### config.mk
export PLATFORM = sky130hd
export DESIGN_NAME = mxd_operand_check
export DESIGN_NICKNAME = d
export VERILOG_FILES = /design/src/rtl/mxd_pkg.sv /design/src/rtl/mxd_direct_decode.sv /design/src/rtl/mxd_indirect_decode.sv /design/src/rtl/mxd_field_check.sv /design/src/rtl/mxd_operand_check.sv
export SDC_FILE = /design/constraint.sdc
export NUM_CORES = 1
export LEC_CHECK = 0
export BUFFER_PORTS_ARGS = -buffer_cell sky130_fd_sc_hd__buf_2
export CORE_MARGIN = 5
export CORE_UTILIZATION = 52
export CTS_CLUSTER_DIAMETER = 100
export DETAILED_ROUTE_END_ITERATION = 7
export PLACE_DENSITY = 0.87
export SYNTH_ARGS = -nofsm -noshare
export SYNTH_HDL_FRONTEND = slang
export SYNTH_SLANG_ARGS = --single-unit
### constraint.sdc
create_clock -name clk -period 2.2 [get_ports clk]
set_clock_uncertainty 0.05 [all_clocks]
set_input_delay 0.22 -clock clk [delete_from_list [all_inputs] [get_ports clk]]
set_output_delay 0.22 -clock clk [all_outputs]
set_load 0.005 [all_outputs]
### src/rtl/mxd_pkg.sv
package mxd_pkg;
   localparam int DESC_BYTES = 16;
   localparam int DESC_W     = DESC_BYTES * 8;
   localparam int ADDR_W     = 32;
   localparam int RAW_CNT_W  = 16;
   localparam int MARK_BIT   = 3 * 8 + 5;

   typedef enum logic [1:0] {
      RSN_OK    = 2'd0,
      RSN_COUNT = 2'd1,
      RSN_STEP  = 2'd2,
      RSN_PART  = 2'd3
   } mxd_reason_e;

   typedef struct packed {
      logic                 indirect;
      logic [ADDR_W-1:0]    idx_addr;
      logic [ADDR_W-1:0]    data_addr;
      logic [ADDR_W-1:0]    scale_field;
      logic [RAW_CNT_W-1:0] raw_count;
      logic [7:0]           step_byte;
      logic [7:0]           part_byte;
   } mxd_fields_t;

   function automatic logic is_packed_type(input logic [7:0] t);
      return (t == 8'd2) || (t == 8'd8) || (t == 8'd9);
   endfunction
endpackage

### src/rtl/mxd_direct_decode.sv
module mxd_direct_decode
   import mxd_pkg::*;
(
   input  logic [95:0]  lo_i,
   output mxd_fields_t  fields_o
);
   always_comb begin
      fields_o             = '0;
      fields_o.indirect    = 1'b0;
      fields_o.idx_addr    = '0;
      fields_o.data_addr   = lo_i[31:0];
      fields_o.scale_field = lo_i[63:32];
      fields_o.raw_count   = lo_i[79:64];
      fields_o.step_byte   = lo_i[87:80];
      fields_o.part_byte   = lo_i[95:88];
   end
endmodule

### src/rtl/mxd_indirect_decode.sv
module mxd_indirect_decode
   import mxd_pkg::*;
(
   input  logic [111:0] lo_i,
   input  logic [7:0]   part_byte_i,
   output mxd_fields_t  fields_o
);
   localparam logic [ADDR_W-1:0] MARK_CLR = ~(ADDR_W'(1) << MARK_BIT);

   always_comb begin
      fields_o             = '0;
      fields_o.indirect    = 1'b1;
      fields_o.idx_addr    = lo_i[31:0] & MARK_CLR;
      fields_o.data_addr   = lo_i[63:32];
      fields_o.scale_field = lo_i[95:64];
      fields_o.raw_count   = lo_i[111:96];
      fields_o.step_byte   = 8'h00;
      fields_o.part_byte   = part_byte_i;
   end
endmodule

### src/rtl/mxd_field_check.sv
module mxd_field_check
   import mxd_pkg::*;
#(
   parameter int PACK_LOG2  = 2,
   parameter int MAX_PART   = 15,
   parameter int ALIGN_BITS = 2,
   localparam int COUNT_W   = RAW_CNT_W + PACK_LOG2
)(
   input  mxd_fields_t        fields_i,
   input  logic [7:0]         elem_type_i,
   output logic               pass_o,
   output mxd_reason_e        reason_o,
   output logic [COUNT_W-1:0] count_o,
   output logic               step_neg_o
);
   logic [7:0] step_inc;
   logic       cnt_ok, step_ok, part_ok;

   assign step_inc = fields_i.step_byte + 8'd1;
   assign cnt_ok   = (fields_i.raw_count != '0);
   assign step_ok  = fields_i.indirect || ((step_inc & 8'hFD) == 8'h00);
   assign part_ok  = (fields_i.part_byte[ALIGN_BITS-1:0] == '0) &&
                     (fields_i.part_byte <= 8'(MAX_PART));

   assign step_neg_o = !fields_i.indirect && (fields_i.step_byte == 8'hFF);

   assign count_o = is_packed_type(elem_type_i) ?
                    {fields_i.raw_count, {PACK_LOG2{1'b0}}} :
                    COUNT_W'(fields_i.raw_count);

   always_comb begin
      if (!cnt_ok)       reason_o = RSN_COUNT;
      else if (!step_ok) reason_o = RSN_STEP;
      else if (!part_ok) reason_o = RSN_PART;
      else               reason_o = RSN_OK;
   end
   assign pass_o = (reason_o == RSN_OK);
endmodule

### src/rtl/mxd_operand_check.sv
module mxd_operand_check
   import mxd_pkg::*;
#(
   parameter int            TYPE_W           = 5,
   parameter int            PACK_LOG2        = 2,
   parameter int            MAX_PART         = 15,
   parameter int            ALIGN_BITS       = 2,
   parameter int            PART_SHIFT       = 18,
   parameter logic [31:0]   PART_MASK        = 32'hFF80_0000,
   parameter bit            SUPPORT_INDIRECT = 1'b1,
   localparam int           COUNT_W          = RAW_CNT_W + PACK_LOG2
)(
   input  logic                clk,
   input  logic                rst_n,
   input  logic                in_valid,
   input  logic [DESC_W-1:0]   desc_i,
   input  logic [TYPE_W-1:0]   elem_type_i,
   output logic                out_valid,
   output logic                pass_o,
   output logic [1:0]          reason_o,
   output logic                indirect_o,
   output logic [ADDR_W-1:0]   index_addr_o,
   output logic [ADDR_W-1:0]   data_addr_o,
   output logic [ADDR_W-1:0]   scale_addr_o,
   output logic [COUNT_W-1:0]  elem_count_o,
   output logic                step_neg_o,
   output logic [7:0]          scale_part_o
);
   if (TYPE_W < 1 || TYPE_W > 8) begin : g_bad_type_w
      $error("TYPE_W must lie in 1..8");
   end
   if (PACK_LOG2 < 1 || PACK_LOG2 > 4) begin : g_bad_pack
      $error("PACK_LOG2 must lie in 1..4");
   end
   if (ALIGN_BITS < 1 || ALIGN_BITS > 7) begin : g_bad_align
      $error("ALIGN_BITS must lie in 1..7");
   end
   if (PART_SHIFT < 0 || PART_SHIFT > 24) begin : g_bad_shift
      $error("PART_SHIFT must lie in 0..24");
   end

   mxd_fields_t        dir_f, sel_f;
   logic               chk_pass, chk_neg;
   mxd_reason_e        chk_reason;
   logic [COUNT_W-1:0] chk_count;
   logic [ADDR_W-1:0]  part_term, scale_addr_c;

   mxd_direct_decode u_dir (
      .lo_i     (desc_i[95:0]),
      .fields_o (dir_f)
   );

   if (SUPPORT_INDIRECT) begin : g_ind
      mxd_fields_t ind_f;
      mxd_indirect_decode u_ind (
         .lo_i        (desc_i[111:0]),
         .part_byte_i (desc_i[127:120]),
         .fields_o    (ind_f)
      );
      assign sel_f = desc_i[MARK_BIT] ? ind_f : dir_f;
   end else begin : g_dir_only
      assign sel_f = dir_f;
   end

   mxd_field_check #(
      .PACK_LOG2  (PACK_LOG2),
      .MAX_PART   (MAX_PART),
      .ALIGN_BITS (ALIGN_BITS)
   ) u_chk (
      .fields_i    (sel_f),
      .elem_type_i (8'(elem_type_i)),
      .pass_o      (chk_pass),
      .reason_o    (chk_reason),
      .count_o     (chk_count),
      .step_neg_o  (chk_neg)
   );

   assign part_term    = (ADDR_W'(sel_f.part_byte) << PART_SHIFT) & PART_MASK;
   assign scale_addr_c = sel_f.scale_field + part_term;

   always_ff @(posedge clk or negedge rst_n) begin
      if (!rst_n) begin
         out_valid    <= 1'b0;
         pass_o       <= 1'b0;
         reason_o     <= 2'd0;
         indirect_o   <= 1'b0;
         index_addr_o <= '0;
         data_addr_o  <= '0;
         scale_addr_o <= '0;
         elem_count_o <= '0;
         step_neg_o   <= 1'b0;
         scale_part_o <= '0;
      end else begin
         out_valid <= in_valid;
         if (in_valid) begin
            pass_o       <= chk_pass;
            reason_o     <= chk_reason;
            indirect_o   <= sel_f.indirect;
            index_addr_o <= sel_f.idx_addr;
            data_addr_o  <= sel_f.data_addr;
            scale_addr_o <= scale_addr_c;
            elem_count_o <= chk_count;
            step_neg_o   <= chk_neg;
            scale_part_o <= sel_f.part_byte;
         end
      end
   end
endmodule

==> metrics.md <==
| Metric | Value |
|---|---|
| Cell row count | `40` |
| Startpoint class of the critical path | `primary input` |
| Register area share after synthesis | `0.505` |
| TritonCTS clock tree | `yes` |
| Fmax | `about 540 MHz` |
| Final Non-Filler Cells | `1043` |
| IO buf count | `roughly 250` |
| Drt pass-1 iters | `5` |
| Clk sink count | `127` |
| Max_cap viols | `0` |
| Worst Tran Pin Value | `1.14 ns` |
| Die height | `120 um` |
| Setup violators final | `0` |
| GP Congestion | `0.914` |
| Post-Route Utilization | `0.696` |
| Share of cells above drive strength 1 | `0.359` |
| CTS Root Cell | `clkbuf_16` |
| Io pins | `around 260` |
| Worst EP arrival | `a little over 2 ns` |
| Vias in the first global route | `around 5800` |
| Area added between synthesis and finish | `32.2%` |
| GR Overflow Total | `0` |
| Leakage | `around 4.2 nW` |
| Initial antenna violation count | `2` |
| Design Area, Final | `0.00832 mm2` |
| Vias | `between 5000 and 6000` |
| Status | `finished clean` |
| Starting DRT DRC Count | `~500` |
| Crit path launch | `desc_i[29]` |
| Post-Syn Nets | `approximately 780` |
| Post-Syn Instances | `636` |
| RR Startpoint | `scale_addr_o[28]` |
| Final Net Count | `approximately 1000` |
| # H-tree levels | `4` |
| Hold path startpoint | `in_valid` |
| Final Hold Viols | `0` |
| Avg Synthesized Cell Area | `a little under 10 um2` |
| Placed wire-length estimate | `14.2 mm` |
| Area of the mapped netlist | `0.00629 mm2` |
| Clock buffer depth | `2` |
| Post-DRT Antenna Nets | `0` |
| Core area | `around 0.012 mm2` |
| Cell variety after synth | `between 40 and 50` |
| CTS Buf Count | `17` |
| Final Slew Violations | `0` |
| DRC viols | `0` |
| Via density per instance | `approximately 5.6` |
| CP endpoint kind | `flop` |
| Placed Instances | `between 1000 and 1500` |
| Power Density | `between 800 and 900 mW/mm2` |
| Req. time, crit path | `~2.4 ns` |
| Initial Util | `0.526` |
| Kind of critical path | `primary input to flop` |
| Post-cts resize count | `0` |
| Die Width | `around 120 um` |
| Max rail drop VDD | `between 0.5 and 0.6 mV` |
| Final WL | `19.3 mm` |
| Avg WL per Cell | `18.5 um` |
| Warning count from the yosys run | `0` |
| Cell area after placement | `0.00769 mm2` |
| Crit path time final | `about 1.8 ns` |
| CP max FO | `16` |
| First-pass GRT wire length | `approximately 30 mm` |
| DIE AREA | `roughly 0.014 mm2` |
| Worst-Skew Late Latency | `0.40 ns` |
| RSZ-0062 raised after global routing | `false` |
| #FFs+latches synth | `between 100 and 150` |
| Worst min-delay path class | `primary input to flop` |
| Post-route clock period utilization | `0.835` |
| Clock Pin Slew Worst Setup and Hold Paths | `0.06 ns` |
| Total GRT Usage | `0.266` |
| Slew HR | `0.239` |
| Largest net degree at the start of global routing | `66` |
==> worst max-delay path, stage by stage <==
cell and delay (ns):
buf_4 0.21, mux2_2 0.37, ha_1 0.21, fa_2 0.36, a21oi_2 0.19, a211oi_2 0.07
xnor2_1 0.15, mux2_2 0.28
==> what timing repair did <==
item	4_1_cts	5_1_grt
endpoints found under the setup margin	0	0
hold endpoints to repair	127	0
buffers inserted	0	0
hold buffers	1	0
==> synth_stat cells <==
library cell | count | area share
and2_1 | 14 | 0.014
and4b_1 | 1 | 0.0016
xor2_1 | 1 | 0.0014
mux2_2 | 11 | 0.020
buf_4 | 2 | 0.0024
a221oi_1 | 11 | 0.015
a221oi_2 | 3 | 0.0072
a22o_1 | 3 | 0.0042
nand3b_1 | 1 | 0.0012
nand4_1 | 6 | 0.0060
nor2_1 | 93 | 0.055
nand3_1 | 36 | 0.029
inv_1 | 38 | 0.023
nand2_1 | 8 | 0.0048
dfrtp_1 | 127 | 0.50
o31ai_1 | 1 | 0.0012
ha_1 | 3 | 0.0060
a22oi_1 | 1 | 0.0012
nor4_1 | 5 | 0.0050
o21ai_0 | 33 | 0.026
buf_6 | 3 | 0.0054
nor4b_1 | 1 | 0.0014
buf_2 | 11 | 0.0087
a211oi_1 | 15 | 0.018
o32ai_1 | 1 | 0.0014
clkbuf_1 | 26 | 0.016
fa_1 | 1 | 0.0032
o2bb2ai_1 | 2 | 0.0028
a211o_1 | 4 | 0.0056
or3_1 | 1 | 0.00099
a21oi_1 | 70 | 0.056
buf_1 | 4 | 0.0024
mux2i_1 | 83 | 0.13
a211oi_2 | 1 | 0.0020
conb_1 | 1 | 0.00060
nor3_1 | 6 | 0.0048
or3b_1 | 1 | 0.0014
o221a_2 | 1 | 0.0018
nand2b_1 | 1 | 0.00099
xnor2_1 | 4 | 0.0056
o221ai_1 | 1 | 0.0014
==> routing by layer <==
metal	part of all wire	track usage	up-vias	wire [um]
li1	-	-	2748	-
met1	0.40	0.338	2732	7650
met2	0.48	0.426	313	9190
met3	0.088	0.0669	59	1690
met4	0.037	0.123	0	721
met5	0	0	-	0
==> flip-flops by register name, indices dropped and copies added (netlist names) <==
register,count
pass_o,1
step_neg_o,1
out_valid,1
scale_part_o,8
data_addr_o,32
elem_count_o,18
reason_o,2
scale_addr_o,32
indirect_o,1
index_addr_o,31
==> kinds of logic after synthesis <==
logic type	Yosys count	share of synthesized area
flops	127	0.505
fa+ha+maj	4	0.00914
buf+inv	84	0.0570
simple gates	174	0.126
other cells	1	0.000596
compound gates	147	0.144
xor+xnor	5	0.00696
mux	94	0.152
==> layout by cell type (no fill, tap or decap), types with 2 or more instances in the layout <==
cell type,n
a22o_1,3
and2_1,14
clkinv_2,3
nor3_1,6
bufinv_16,3
nor4_1,5
clkinvlp_4,3
a211oi_1,15
ha_1,3
mux2_2,11
nand4_1,6
nor2_1,93
a221oi_1,11
a21oi_1,69
clkbuf_16,17
nand2_1,8
inv_1,38
buf_4,18
clkbuf_8,2
nand3_1,36
mux2i_1,83
diode_2,2
a211o_1,4
a221oi_2,3
dfrtp_1,127
o2bb2ai_1,2
buf_2,251
clkinv_4,3
o21ai_0,33
xnor2_1,4
==> final timing paths <==
path | endpoint | slack [ns] | cells after the start
max | scale_addr_o[29] | 0.36 | 8
min | scale_addr_o[18] | 0.01 | 2
max reg2reg | scale_addr_o[28] | 1.36 | 1
min reg2reg | scale_addr_o[27] | 0.45 | 1
max in group asynchronous | scale_addr_o[22] | 1.38 | 3
min in group asynchronous | scale_addr_o[0] | 0.32 | 3
==> where the power goes <==
group          total, mW  switching [mW]  internal, mW
clock network       2.89            1.05          1.84
registers           2.71           0.130          2.58
logic               1.14           0.633         0.505
==> through the flow <==
stage	setup WS, ns	power [mW]	setup TNS [ns]	hold WS, ns
global placement	0.0133	3.83	0	0.216
floorplan	0.0185	3.26	0	-0.126
global route	0.312	7.03	0	0.0103
CTS	0.388	6.77	0	0.000423
finish	0.362	6.73	0	0.0146
detailed placement	-0.0161	3.87	-0.0185	0.209
==> layout make-up <==
type,count,area (um2)
Timing Repair Buffer,272,1430
Fill cell,914,3640
Clock buffer,19,453
Tap cell,147,184
Multi-Input combinational cell,425,2760
Antenna cell,2,5.00
Clock inverter,13,163
Inverter,38,143
Sequential cell,127,3180
(Power assumes the default switching activity.)
